<file path="src/rtl/colour_stage_pkg.sv">
package colour_stage_pkg;

   typedef enum logic [1:0] {
      VERDICT_EXEC = 2'd0,
      VERDICT_PASS = 2'd1,
      VERDICT_DROP = 2'd2
   } verdict_e;

endpackage

</file>
<file path="src/rtl/colour_classifier.sv">
module colour_classifier
   import colour_stage_pkg::*;
#(
   parameter int NSTG    = 4,
   parameter int STG_IDX = 1
) (
   input  logic [NSTG-1:0] copy_q,
   input  logic [NSTG-1:0] in_colour,
   output verdict_e        verdict
);

   function automatic logic [NSTG-1:0] f_hi_mask();
      logic [NSTG-1:0] m;
      for (int i = 0; i < NSTG; i++) m[i] = (i > STG_IDX);
      return m;
   endfunction

   localparam logic [NSTG-1:0] HI_MASK = f_hi_mask();

   logic [NSTG-1:0] diff;
   logic            hi_differs;
   logic            own_differs;

   always_comb begin
      diff        = in_colour ^ copy_q;
      hi_differs  = |(diff & HI_MASK);
      own_differs = diff[STG_IDX];
      if (hi_differs)       verdict = VERDICT_PASS;
      else if (own_differs) verdict = VERDICT_DROP;
      else                  verdict = VERDICT_EXEC;
   end

endmodule

</file>
<file path="src/rtl/colour_vector_reg.sv">
module colour_vector_reg #(
   parameter int NSTG    = 4,
   parameter int STG_IDX = 1,
   parameter int ADDR_W  = 16
) (
   input  logic              clk,
   input  logic              rst_n,
   input  logic              adopt,
   input  logic [NSTG-1:0]   adopt_vec,
   input  logic              raise,
   input  logic [ADDR_W-1:0] raise_addr,
   input  logic              ack,
   input  logic              rej,
   output logic [NSTG-1:0]   copy_q,
   output logic              xfer_valid,
   output logic [ADDR_W-1:0] xfer_addr,
   output logic [NSTG-1:0]   xfer_colour
);

   logic            take;
   logic [NSTG-1:0] copy_d;

   always_comb begin
      take   = raise && !xfer_valid;
      copy_d = adopt ? adopt_vec : copy_q;
      if (take) copy_d[STG_IDX] = ~copy_d[STG_IDX];
   end

   always_ff @(posedge clk) begin
      if (!rst_n) begin
         copy_q      <= '0;
         xfer_valid  <= 1'b0;
         xfer_addr   <= '0;
         xfer_colour <= '0;
      end else begin
         copy_q <= copy_d;
         if (take) begin
            xfer_valid  <= 1'b1;
            xfer_addr   <= raise_addr;
            xfer_colour <= copy_d;
         end else if (ack || rej) begin
            xfer_valid  <= 1'b0;
         end
      end
   end

endmodule

</file>
<file path="src/rtl/stage_out_reg.sv">
module stage_out_reg #(
   parameter int DATA_W = 32,
   parameter int NSTG   = 4
) (
   input  logic              clk,
   input  logic              rst_n,
   input  logic              load,
   input  logic              load_exec,
   input  logic [DATA_W-1:0] d_payload,
   input  logic [NSTG-1:0]   d_colour,
   input  logic              out_ready,
   output logic              in_ready,
   output logic              out_valid,
   output logic [DATA_W-1:0] out_payload,
   output logic [NSTG-1:0]   out_colour,
   output logic              exec_stb
);

   assign in_ready = !out_valid || out_ready;

   always_ff @(posedge clk) begin
      if (!rst_n) begin
         out_valid   <= 1'b0;
         out_payload <= '0;
         out_colour  <= '0;
         exec_stb    <= 1'b0;
      end else begin
         exec_stb <= load && load_exec;
         if (load) begin
            out_valid   <= 1'b1;
            out_payload <= d_payload;
            out_colour  <= d_colour;
         end else if (out_ready) begin
            out_valid   <= 1'b0;
         end
      end
   end

endmodule

</file>
<file path="src/rtl/colour_stage_ctrl.sv">
module colour_stage_ctrl
   import colour_stage_pkg::*;
#(
   parameter int NSTG    = 4,
   parameter int STG_IDX = 1,
   parameter int DATA_W  = 32,
   parameter int ADDR_W  = 16
) (
   input  logic              clk,
   input  logic              rst_n,
   input  logic              in_valid,
   output logic              in_ready,
   input  logic [DATA_W-1:0] in_payload,
   input  logic [NSTG-1:0]   in_colour,
   output logic              out_valid,
   input  logic              out_ready,
   output logic [DATA_W-1:0] out_payload,
   output logic [NSTG-1:0]   out_colour,
   output logic              exec_stb,
   input  logic              xfer_req,
   input  logic [ADDR_W-1:0] xfer_tgt,
   output logic              xfer_valid,
   output logic [ADDR_W-1:0] xfer_addr,
   output logic [NSTG-1:0]   xfer_colour,
   input  logic              xfer_ack,
   input  logic              xfer_rej
);

   generate
      if (NSTG < 2)             begin : g_bad_nstg   $error("NSTG must be at least 2");        end
      if (STG_IDX < 0 || STG_IDX >= NSTG)
                                begin : g_bad_idx    $error("STG_IDX must lie in 0..NSTG-1");  end
      if (DATA_W < 1)           begin : g_bad_data   $error("DATA_W must be positive");        end
      if (ADDR_W < 1)           begin : g_bad_addr   $error("ADDR_W must be positive");        end
   endgenerate

   verdict_e        verdict;
   logic [NSTG-1:0] copy_q;
   logic            accept;
   logic            adopt;
   logic            load;

   assign accept = in_valid && in_ready;
   assign adopt  = accept && (verdict == VERDICT_PASS);
   assign load   = accept && (verdict != VERDICT_DROP);

   colour_classifier #(.NSTG(NSTG), .STG_IDX(STG_IDX)) u_classify (
      .copy_q    (copy_q),
      .in_colour (in_colour),
      .verdict   (verdict)
   );

   colour_vector_reg #(.NSTG(NSTG), .STG_IDX(STG_IDX), .ADDR_W(ADDR_W)) u_vector (
      .clk         (clk),
      .rst_n       (rst_n),
      .adopt       (adopt),
      .adopt_vec   (in_colour),
      .raise       (xfer_req),
      .raise_addr  (xfer_tgt),
      .ack         (xfer_ack),
      .rej         (xfer_rej),
      .copy_q      (copy_q),
      .xfer_valid  (xfer_valid),
      .xfer_addr   (xfer_addr),
      .xfer_colour (xfer_colour)
   );

   stage_out_reg #(.DATA_W(DATA_W), .NSTG(NSTG)) u_out (
      .clk         (clk),
      .rst_n       (rst_n),
      .load        (load),
      .load_exec   (verdict == VERDICT_EXEC),
      .d_payload   (in_payload),
      .d_colour    (in_colour),
      .out_ready   (out_ready),
      .in_ready    (in_ready),
      .out_valid   (out_valid),
      .out_payload (out_payload),
      .out_colour  (out_colour),
      .exec_stb    (exec_stb)
   );

endmodule

</file>
<file path="config.mk">
export PLATFORM = sky130hd
export DESIGN_NAME = colour_stage_ctrl
export DESIGN_NICKNAME = d
export VERILOG_FILES = /design/src/rtl/colour_stage_pkg.sv /design/src/rtl/colour_classifier.sv /design/src/rtl/colour_vector_reg.sv /design/src/rtl/stage_out_reg.sv /design/src/rtl/colour_stage_ctrl.sv
export SDC_FILE = /design/constraint.sdc
export NUM_CORES = 1
export LEC_CHECK = 0
export CORE_MARGIN = 1
export CORE_UTILIZATION = 50
export CTS_CLUSTER_SIZE = 28
export DETAILED_ROUTE_END_ITERATION = 8
export DONT_BUFFER_PORTS = 1
export PLACE_DENSITY_LB_ADDON = 0.25
export SLEW_MARGIN = 10
export SYNTH_ARGS = -nofsm -noshare
export SYNTH_HDL_FRONTEND = slang
export SYNTH_HIERARCHICAL = 1
export SYNTH_SLANG_ARGS = --single-unit
</file>
<file path="constraint.sdc">
create_clock -name clk -period 1.7 [get_ports clk]
set_clock_uncertainty 0.15 [all_clocks]
set_input_delay 0.17 -clock clk [delete_from_list [all_inputs] [get_ports clk]]
set_output_delay 0.17 -clock clk [all_outputs]
set_load 0.02 [all_outputs]
</file>
Word-level counts from Yosys, hierarchy flattened
Cells that the tools add are included.
{ "totals": {"regBits": 63, "in_bits": 59, "out_inout_bits": 60, "elab_cells": 33} }
{ "classes": {"eq_ne": 2, "n_mux": 8, "bitwise": 2, "reduce_logical": 13} }
{ "op_table": {"columns": ["cell", "n"], "rows": [
  ["logical AND 1 bit", 5],
  ["2-to-1 mux 1 bit", 5],
  ["2-to-1 mux 2 bit", 2],
  ["2-to-1 mux 4 bit", 1],
  ["nonzero test 2 bit", 2],
  ["bitwise XOR 4 bit", 1],
  ["equality test 2 x 1 -> 1 bit, second input constant", 1],
  ["zero test 1 bit", 2],
  ["zero test 2 bit", 1],
  ["logical OR 1 bit", 2],
  ["!= test 2 bit, second input constant", 1],
  ["OR reduction 2 bit", 1],
  ["inverter 1 bit", 1]
]} }

Depth between registers and ports, before layout
Gate-level depths: netlist of the first run.
{ "logic_depth": {"depth_word": 8, "mapped_depth": 9, "depth_no_buf": 7} }

By module
The synthesis of the first run kept the hierarchy.
{ "by_module_without_submodules": {"columns": ["mod", "instances", "cells_each", "seq_area_each_um2", "area_per_inst_um2"], "rows": [
  ["stage_out_reg", 1, 122, 760.7, 1435.1],
  ["colour_vector_reg", 1, 104, 500.5, 987.2],
  ["colour_classifier", 1, 6, 0.0, 43.8],
  ["colour_stage_ctrl", 1, 5, 0.0, 26.3]
]} }

Least setup slack after synthesis of the first run
Ideal clock, no wire load.
{ "synth_timing": {"path_kind": "register to register", "from": "register u_out.out_valid", "to": "register u_out.out_payload[10]", "setup_ps": 116, "path_slack_ps": -33, "stages_incl_launch_ff": 8, "n_path_buf": 2, "t_required_ps": 1434, "synth_period_minus_slack_ps": 1733, "arrival_time_ps": 1467, "path_cell_list": "dfxtp_1 nand2b_1 nand2_1 a21oi_1 buf_6 buf_8 mux2i_1 nor2b_1"} }
{ "synth_between": {"elab_chain_cells": 4} }
{ "synth_lines": {"columns": ["element", "line", "source"], "rows": [
  ["start: declaration", "stage_out_reg.sv:13", "output logic out_valid,"],
  ["start signal: assignment", "stage_out_reg.sv:23", "out_valid <= 1'b0;"],
  ["start signal: assignment", "stage_out_reg.sv:30", "out_valid <= 1'b1;"],
  ["start signal: assignment", "stage_out_reg.sv:34", "out_valid <= 1'b0;"],
  ["zero test 1 bit", "stage_out_reg.sv:19", "assign in_ready = !out_valid || out_ready;"],
  ["logical OR 1 bit", "stage_out_reg.sv:19", null],
  ["via in_ready", "colour_stage_ctrl.sv:12", "output logic in_ready,"],
  ["logical AND 1 bit", "colour_stage_ctrl.sv:43", "assign accept = in_valid && in_ready;"],
  ["logical AND 1 bit", "colour_stage_ctrl.sv:45", "assign load = accept && (verdict != VERDICT_DROP);"],
  ["via load", "colour_stage_ctrl.sv:41", "logic load;"],
  ["end signal: assignment", "stage_out_reg.sv:31", "out_payload <= d_payload;"],
  ["end: declaration", "stage_out_reg.sv:14", "output logic [DATA_W-1:0] out_payload,"]
]} }
The timed path passes the listed nets, and every way through them passes these cells.
A chain may end at the register's enable or synchronous reset.

Worst setup path in the final report of the first run
{ "layout_timing": {"from": "register u_vector.copy_q[2]", "to": "register u_out.out_payload[16]"} }
{ "layout_between": {"elab_chain_cells": 5} }
{ "layout_lines": {"columns": ["element", "line", "source"], "rows": [
  ["start: declaration", "colour_vector_reg.sv:14", "output logic [NSTG-1:0] copy_q,"],
  ["start signal: assignment", "colour_vector_reg.sv:36", "copy_q <= copy_d;"],
  ["bitwise XOR 4 bit", "colour_classifier.sv:25", "diff = in_colour ^ copy_q;"],
  ["OR reduction 2 bit", "colour_classifier.sv:26", "hi_differs = |(diff & HI_MASK);"],
  ["2-to-1 mux 2 bit", "colour_classifier.sv:28", "if (hi_differs) verdict = VERDICT_PASS;"],
  ["via verdict[1]", "colour_stage_ctrl.sv:37", "verdict_e verdict;"],
  ["!= test 2 bit", "colour_stage_ctrl.sv:45", null],
  ["logical AND 1 bit", "colour_stage_ctrl.sv:45", null],
  ["via load", "colour_stage_ctrl.sv:41", null]
]} }
The timed path passes the listed nets, and every way through them passes these cells.

==> summary.md, run 1 <==
The flow ran to the end, and the final reports show no timing, DRC or antenna violations. The tightest hold path in the finished design has a slack of 0.01959 ns. For this block, the routed nets add up to 5762 um of wire. The basic-gate share of the synthesized area counting and, or, nand and nor cells came out at 0.1782. Largest fanout of any net on the critical path: 6.

The finished layout holds 370 standard cells, fillers aside. Counting every net in the synthesized netlist gives 296. The largest total area in the synthesized netlist belongs to sky130_fd_sc_hd__dfxtp_1.

After floorplanning, the core was sized to cover 4755 um^2. The critical path data required time is 1.76 ns, and the full die area is 5271 um^2. STA classifies the critical path endpoint as a register. For the arrival time at the worst endpoint, the log shows 1.76 ns. The signal on the critical path passes through xnor2_2 > and3_4 > a21oi_4 > buf_12 > clkbuf_16 > mux2i_1 > nor2b_1. The first global-routing pass estimated 7893 um of wire.

At the pin with the least slew margin, the transition time is 0.2897 ns. The tools report the final weighted congestion of routability-driven global placement as 0.6625. The logs give 63 for the clock net sink count and 3425 um^2 for the final cell area excluding filler cells.

After synthesis, the largest family of logic cells by area is simple AND/OR/NAND/NOR gates. The async set-reset flop share out of synthesis was 0. The startpoint-to-endpoint class of the critical path is reg -> reg.

The per-cell routed wire length works out to 15.57 um. The mapped netlist covers 2492 um^2. The largest voltage drop on the vdd net came out at 0.0006496 V. From left edge to right edge, the die measures 72.60 um. The repair_antennas step left the layout with diodes totalling 0. The multiplexer share of the synthesized area was 0.1606. The synthesized design contains 63 register bits. The placed standard-cell area is 2526 um^2. TritonCTS built the clock tree. The run gives 0.2001 as the total track usage.

The total of buffers placed on input and output ports works out to 0. The mean cell area of the mapped netlist was 10.52 um^2. Number of hold violations in the final report: 0. The most common cell in the synthesized netlist is sky130_fd_sc_hd__dfxtp_1.

Number of global-route vias before repair: 1734. Area fraction of the dominant cell type after synthesis: 0.5060. After layout, the minimum clock period comes to 1.696 ns.

For this run, the post-layout net count is 357. Summed over all layers, the global routing overflow is 0. The prevailing post-synth register cell was sky130_fd_sc_hd__dfxtp_1.

Power comes to 3.432 mW. At the later pin of the worst-skew pair, clock insertion delay measures 0.32 ns. The tools report the startpoint type of the worst setup path as a register. The Yosys step of the flow raised 6 warnings. Entering global routing, the biggest net connects 65 pins.

The worst-case headroom to the max-slew limit was 0.8066. For this run, design rule violations remaining after detail routing come to 0. The initial antenna violation count is 0. The register clock-pin slew on the reported worst setup and hold paths came out at 0.07 ns.

In this run the clock root is driven by a sky130_fd_sc_hd__clkbuf_8. The xor-xnor portion of the synthesized cell area is 0.01054, and the sequential share of the synthesized area is 0.5060. Summed over all nets, the half-perimeter wirelength after detailed placement is 2822 um. The final clock period utilization by the worst path was 0.9974; the fraction of the mapped netlist area in compound gates was 0.08584. Timing analysis after detailed placement gives a worst setup slack of 0.01790 ns. Sorting the synthesized cells by how often they occur yields sky130_fd_sc_hd__dfxtp_1 (63), sky130_fd_sc_hd__nor2b_1 (41), sky130_fd_sc_hd__mux2i_1 (40). Height of the die: 72.60 um. Max-cap violations in this run came to 0. The worst hold path belongs to the class in -> reg.

The longest clock path from root to sink contains 2 buffers. For the count of H-tree levels built during CTS, the log shows 3. On the worst path, the slowest cell contributes a delay of 0.33 ns. For this design the top-level I/O count stands at 119. Routed via count divided by cell count: 4.949. The area growth from synthesis to layout is 37.40%. The count of endpoints failing setup in the final report is 0.

The slowest stage of the critical path is the sky130_fd_sc_hd__dfxtp_2 cell. The maximum clock frequency is 0.5898 GHz. Together, buffers and inverters on the worst path number 2. The cell count after synthesis came out at 237. Sorting the synthesized cells by area gives the leading types as sky130_fd_sc_hd__dfxtp_1 (51%), sky130_fd_sc_hd__mux2i_1 (16%), sky130_fd_sc_hd__nor2b_1 (10%). The routed layout has 1831 vias. The run gives 0.004379 ns as the final setup slack of the worst path. The detail route stage leaves a number of antenna-violating nets equal to 0. The tools report the floorplan row count as 25.

Final max-slew violation count: 0. The run gives 52 as the detailed router's first-iteration violation count. For this design the static power due to leakage is 1.399 nW. The layout cell share with drive strength beyond 1 is 0.1716, and the number of cells in the design after placement is 293. The count of flip-flops with a built-in enable after synthesis came out at 0. For the total clock buffers created by CTS, the log shows 9. In this run the power density over the cells is 1002 nW/um^2.

The cell family contributing the most delay on the critical path is flip-flops. Setup repair after global routing could not meet its margin everywhere. The count of distinct cell types in the synthesized netlist is 25, and the detailed-routing iteration count for the pre-antenna-repair pass is 4.

The area share of fa/ha/maj cells after synthesis came out at 0. Initial core utilization: 0.5242.
## metal layers
layer | GRT usage | wire [um] | part of all wire | vias to the layer above
li1 | - | - | - | 898
met1 | 0.2160 | 2238 | 0.39 | 832
met2 | 0.3302 | 2882 | 0.50 | 84
met3 | 0.06768 | 490 | 0.085 | 17
met4 | 0.1394 | 152 | 0.026 | 0
met5 | 0 | 0 | 0 | -
## worst paths after layout
| kind | to | depth (start not counted) | slack [ns] | from |
|---|---|---|---|---|
| worst max register to register | u_out/out_payload[16] | 7 | 0.004 | u_vector/copy_q[2] |
| worst max-delay path | u_out/out_payload[16] | 7 | 0.004 | u_vector/copy_q[2] |
| worst min register to register | u_vector/copy_q[0] | 2 | 0.36 | u_vector/copy_q[0] |
| worst min-delay path | u_vector/xfer_colour[3] | 3 | 0.02 | rst_n |
## flip-flops by register name, summed over array words and instances (netlist names)
name                  cells
u_out/exec_stb            1
u_out/out_colour          4
u_out/out_payload        32
u_out/out_valid           1
u_vector/copy_q           4
u_vector/xfer_addr       16
u_vector/xfer_colour      4
u_vector/xfer_valid       1
## worst register-to-register path: stages, from the launching register on
cell	delay (ns)
sky130_fd_sc_hd__dfxtp_2	0.33
sky130_fd_sc_hd__xnor2_2	0.14
sky130_fd_sc_hd__and3_4	0.19
sky130_fd_sc_hd__a21oi_4	0.17
sky130_fd_sc_hd__buf_12	0.16
sky130_fd_sc_hd__clkbuf_16	0.15
sky130_fd_sc_hd__mux2i_1	0.22
sky130_fd_sc_hd__nor2b_1	0.08
## cells by family after synthesis
logic type | Yosys count
buffers and inverters | 19
muxes | 40
and+or+nand+nor | 86
AOI/OAI and AO/OA | 26
xor gates and xnor gates | 3
DFF | 63
## report_power, final
part	switching, mW	internal (mW)
registers	0.189	1.58
clock network	0.531	0.599
logic	0.221	0.309
## final cells by class
cell class,count,area [um^2]
Timing Repair Buffer,67,754.5
Clock inverter,4,20.02
Sequential cell,63,1265
Clock buffer,12,155.1
Fill cell,350,1330
Tap cell,67,83.83
Inverter,2,7.507
Multi-Input combinational cell,155,1139
## what timing repair did
item,4_1_cts,5_1_grt
endpoints found under the hold margin,63,0
hold buffers,56,0
pin swaps,1,3
cloned,0,4
gates resized for setup,1,12
setup buffers,0,1
endpoints found under the setup margin,1,35
## metrics by stage
stage / setup TNS [ns] / util
global placement: 0 / 0.5313
detailed placement: 0 / 0.5313
global route: -0.1197 / 0.7203
CTS: 0 / 0.6884
floorplan: 0 / -
finish: 0 / 0.7203
## layout by cell type (no fill, tap or decap), types with 2 or more instances in the layout
| master | synthesis | final |
|---|---|---|
| sky130_fd_sc_hd__buf_12 | 0 | 3 |
| sky130_fd_sc_hd__clkbuf_16 | 0 | 3 |
| sky130_fd_sc_hd__dfxtp_1 | 63 | 60 |
| sky130_fd_sc_hd__xnor2_2 | 0 | 2 |
| sky130_fd_sc_hd__nand2_1 | 36 | 35 |
| sky130_fd_sc_hd__a21boi_2 | 8 | 8 |
| sky130_fd_sc_hd__clkinv_2 | 0 | 4 |
| sky130_fd_sc_hd__mux2i_1 | 40 | 38 |
| sky130_fd_sc_hd__dlygate4sd3_1 | 0 | 55 |
| sky130_fd_sc_hd__dfxtp_2 | 0 | 3 |
| sky130_fd_sc_hd__o21ai_2 | 3 | 3 |
| sky130_fd_sc_hd__nor2b_1 | 41 | 41 |
| sky130_fd_sc_hd__a21oi_1 | 5 | 4 |
| sky130_fd_sc_hd__a21boi_1 | 6 | 6 |
| sky130_fd_sc_hd__clkbuf_8 | 0 | 11 |
| sky130_fd_sc_hd__a21boi_0 | 3 | 3 |
| sky130_fd_sc_hd__nor2_1 | 2 | 2 |
| sky130_fd_sc_hd__mux2i_2 | 0 | 2 |
| sky130_fd_sc_hd__nand3_1 | 2 | 2 |
| sky130_fd_sc_hd__inv_2 | 1 | 2 |
| sky130_fd_sc_hd__buf_4 | 3 | 4 |
(Power assumes the default switching activity.)
==> run 2, diff against run 1 <==
--- a/config.mk
+++ b/config.mk
@@ -7,6 +7,7 @@
 export LEC_CHECK = 0
 export CORE_MARGIN = 1
 export CORE_UTILIZATION = 50
+export CTS_BUF_LIST = sky130_fd_sc_hd__clkbuf_4
 export CTS_CLUSTER_SIZE = 28
 export DETAILED_ROUTE_END_ITERATION = 8
 export DONT_BUFFER_PORTS = 1
==> constraint.sdc (replaced) <==
create_clock -name clk -period 1.9 [get_ports clk]
set_clock_uncertainty 0.15 [all_clocks]
set_input_delay 0.19 -clock clk [delete_from_list [all_inputs] [get_ports clk]]
set_output_delay 0.19 -clock clk [all_outputs]
set_load 0.05 [all_outputs]
==> run 2 against run 1 <==
Non-clock buffer count rose by 4. Final cell count rose by 0.54%. Combinational power fell by 16%. Die area did not move. Clock power fell by 38%. Via count barely moved. Critical path type is now in -> reg. Highest routed layer unchanged.
==> summary.md, run 2 (synthesized netlist as in run 1, its figures left out) <==
The layout cell share with drive strength beyond 1 is 0.1180 (was 0.1716), and the leakage power of the design is 1.345 nW (was 1.399 nW). The run gives 54 (was 52) as the detailed router's first-iteration violation count. Most frequent cells in the layout: sky130_fd_sc_hd__dfxtp_1 (63), sky130_fd_sc_hd__dlygate4sd3_1 (62), sky130_fd_sc_hd__nor2b_1 (41) (was sky130_fd_sc_hd__dfxtp_1 (60), sky130_fd_sc_hd__dlygate4sd3_1 (55), sky130_fd_sc_hd__nor2b_1 (41)). Final clock period utilization by the worst path: 0.9671. The run gives 0.6879 (was 0.7203) as the final design utilization. The initial antenna violation count came out at 0 (unchanged).

The placeable core region is 4755 um^2 (unchanged), and the number of cells in the design after placement is 294 (was 293). The routed via count divided by cell count was 4.919 (was 4.949); the count of H-tree levels built during CTS was 3 (unchanged). The initial core utilization is 0.5242 (unchanged), and the arrival time at the worst endpoint is 1.94 ns (was 1.76 ns).

The area growth from synthesis to layout was 31.23% (was 37.40%). The latest clock arrival within the worst-skew pair is 0.37 ns (was 0.32 ns). Largest registers ranked by flip-flop count: u_out/out_payload (32), u_vector/xfer_addr (16) (unchanged).

Derived from the worst setup path, the maximum achievable clock frequency is 0.5442 GHz. The run gives 0 ns (unchanged) as the final-layout setup total negative slack. The flow ran to the end, and the final reports show no timing, DRC or antenna violations.

The largest voltage drop on the vdd net was 0.0005288 V (was 0.0006496 V); the placed standard-cell area was 2521 um^2 (was 2526 um^2). The floorplan row count came out at 25 (unchanged). Buffer type at the clock tree root: sky130_fd_sc_hd__clkbuf_4 (was sky130_fd_sc_hd__clkbuf_8). The time the final worst path needs with I/O delays and setup is 1.837 ns, and the total clock buffers created by CTS is 9 (unchanged). The flip-flop count of the largest register, all copies and words added is 32 (unchanged), and the setup slack of the most critical reg-to-reg path is 0.12 ns (was 0.004 ns). The tools report the first element of the critical path as in_colour[3] (was u_vector/copy_q[2]). The critical path data required time is 2.00 ns (was 1.76 ns), and the final wirelength is 5552 um (was 5762 um). The worst setup slack after placement is 0.08754 ns (was 0.01790 ns). The DRC violation count after routing came out at 0 (unchanged). Final instance count without filler cells: 372 (was 370).

The tools report the sequential cell fraction of total power as 0.606 (was 0.516). The remaining antenna violation count is 0 (unchanged). The total congestion overflow after global routing was 0 (unchanged); the power density over cell area was 886.5 nW/um^2 (was 1002 nW/um^2).

The run gives 119 (unchanged) as the number of primary I/O pins. Setup repair after global routing left no endpoint under its margin. Clock net sink count: 63 (unchanged). The total of buffers placed on input and output ports was 0 (unchanged).

TritonCTS built the clock tree. The run gives 0 (unchanged) as the diode insertion count for antenna repair. The number of hold violations in the final report was 0 (unchanged); the per-cell routed wire length was 14.92 um (was 15.57 um). The run gives 0.9709 mW (was 0.9404 mW) as the net switching power. The transition time at the pin with the least slew margin is 0.5543 ns (was 0.2897 ns), and the global-route wire length before repair is 8252 um (was 7893 um).

The tools report the worst-case headroom to the max-slew limit as 0.6300 (was 0.8066). The register containing the most flip-flops in the final layout is u_out/out_payload (unchanged). The startpoint type of the worst setup path was a primary input (was a register). The largest fanout of any net on the critical path was 4 (was 6); the total track usage was 0.2112 (was 0.2001).

Maximum number of pins on one net before global-route repair: 65 (unchanged). The final max-slew violation count was 0 (unchanged); the final cell area excluding filler cells was 3271 um^2 (was 3425 um^2). For the number of maximum-capacitance constraint violations, the log shows 0 (unchanged).

The height of the die was 72.60 um (unchanged); the final setup slack of the worst path was 0.06253 ns (was 0.004379 ns). The final weighted congestion of routability-driven global placement was 0.6457 (was 0.6625). The buffer levels on the longest clock path was 2 (unchanged).

Type of the tightest min-delay check: in -> reg (unchanged). The tools report the worst hold slack after final layout as 0.03910 ns (was 0.01959 ns). The most frequent standard cell in the layout excluding fill and tap cells is sky130_fd_sc_hd__dfxtp_1 (unchanged).

The startpoint of the worst-slack reg-to-reg timing path was u_vector/copy_q[1] (was u_vector/copy_q[2]). The tools report the full die area as 5271 um^2 (unchanged). Internal power consumption: 1.928 mW (was 2.491 mW).

Final net count: 361 (was 357). Startpoint-to-endpoint class of the critical path: in -> reg (was reg -> reg). The die extent in x was 72.60 um (unchanged); the HPWL after detailed placement was 2916 um (was 2822 um). The register clock-pin slew on the reported worst setup and hold paths was 0.09 ns (was 0.07 ns); the portion of total power attributed to the clock network was 0.240 (was 0.329). The logs give 4 (unchanged) for the detailed-routing iteration count for the pre-antenna-repair pass and 0 (unchanged) for the count of endpoints failing setup in the final report. The run gives 2.899 mW (was 3.432 mW) as the power consumption. The number of global-route vias before repair was 1752 (was 1734); the share of power burned in combinational logic was 0.153 (was 0.154).

The endpoint kind of the worst setup timing path is a register (unchanged). The switching part of the total was 0.3349 (was 0.2740). The tools report the start point of the worst hold path as in_colour[2] (was rst_n). The detailed-route via count is 1830 (was 1831).
[run 2: cell count changes in the layout (fill, tap and decap cells not counted), moves of 3 or more]
cell	change
sky130_fd_sc_hd__dlygate4sd3_1	+7
sky130_fd_sc_hd__dfxtp_2	-3
sky130_fd_sc_hd__clkbuf_16	-3
sky130_fd_sc_hd__clkinv_2	-3
sky130_fd_sc_hd__buf_4	+3
sky130_fd_sc_hd__clkbuf_4	+11
sky130_fd_sc_hd__clkbuf_8	-11
sky130_fd_sc_hd__dfxtp_1	+3
[run 2: worst paths after layout]
check	cells past startpoint	endpoint
max	7	u_vector/xfer_colour[3]
min	4	u_out/exec_stb
max reg2reg	6	u_vector/xfer_colour[3]
min reg2reg	2	u_vector/copy_q[0]
[run 2: routing by layer]
metal | part of all wire | up-vias | GRT usage
met5 | 0 | - | 0
met3 | 0.075 | 11 | 0.05939
met2 | 0.49 | 86 | 0.3603
met4 | 0.020 | 0 | 0.1242
li1 | - | 905 | -
met1 | 0.41 | 828 | 0.2352
[run 2: critical path, cell delays in order]
cell and delay [ns]:
sky130_fd_sc_hd__dlygate4sd3_1 0.59, sky130_fd_sc_hd__xnor2_1 0.16, sky130_fd_sc_hd__and3_1 0.22, sky130_fd_sc_hd__nor3_4 0.30, sky130_fd_sc_hd__buf_4 0.17, sky130_fd_sc_hd__mux2i_1 0.22
sky130_fd_sc_hd__a21oi_1 0.09
[run 2: timing repair]
action	CTS	global route
hold endpoints to repair	63	0
resized for setup	0	1
hold buffers	63	0
setup endpoints to repair	0	7
setup buffers	0	1
[run 2: power groups by stage]
| stage | clock, mW | combinational [mW] | sequential [mW] |
|---|---|---|---|
| 2_1_floorplan | 0 | 0.278 | 1.78 |
| 3_3_place_gp | 0 | 0.298 | 1.78 |
| 3_5_place_dp | 0 | 0.306 | 1.78 |
| 4_1_cts | 0.732 | 0.431 | 1.75 |
| 5_1_grt | 0.778 | 0.484 | 1.77 |
| 6_report | 0.697 | 0.445 | 1.76 |
[run 2: area by class of cell]
class / instances / area, um^2
Fill cell: 361 / 1484
Sequential cell: 63 / 1261
Multi-Input combinational cell: 155 / 1110
Timing Repair Buffer: 71 / 713.2
Tap cell: 67 / 83.83
Clock buffer: 11 / 82.58
Clock inverter: 3 / 12.51
Inverter: 2 / 7.507
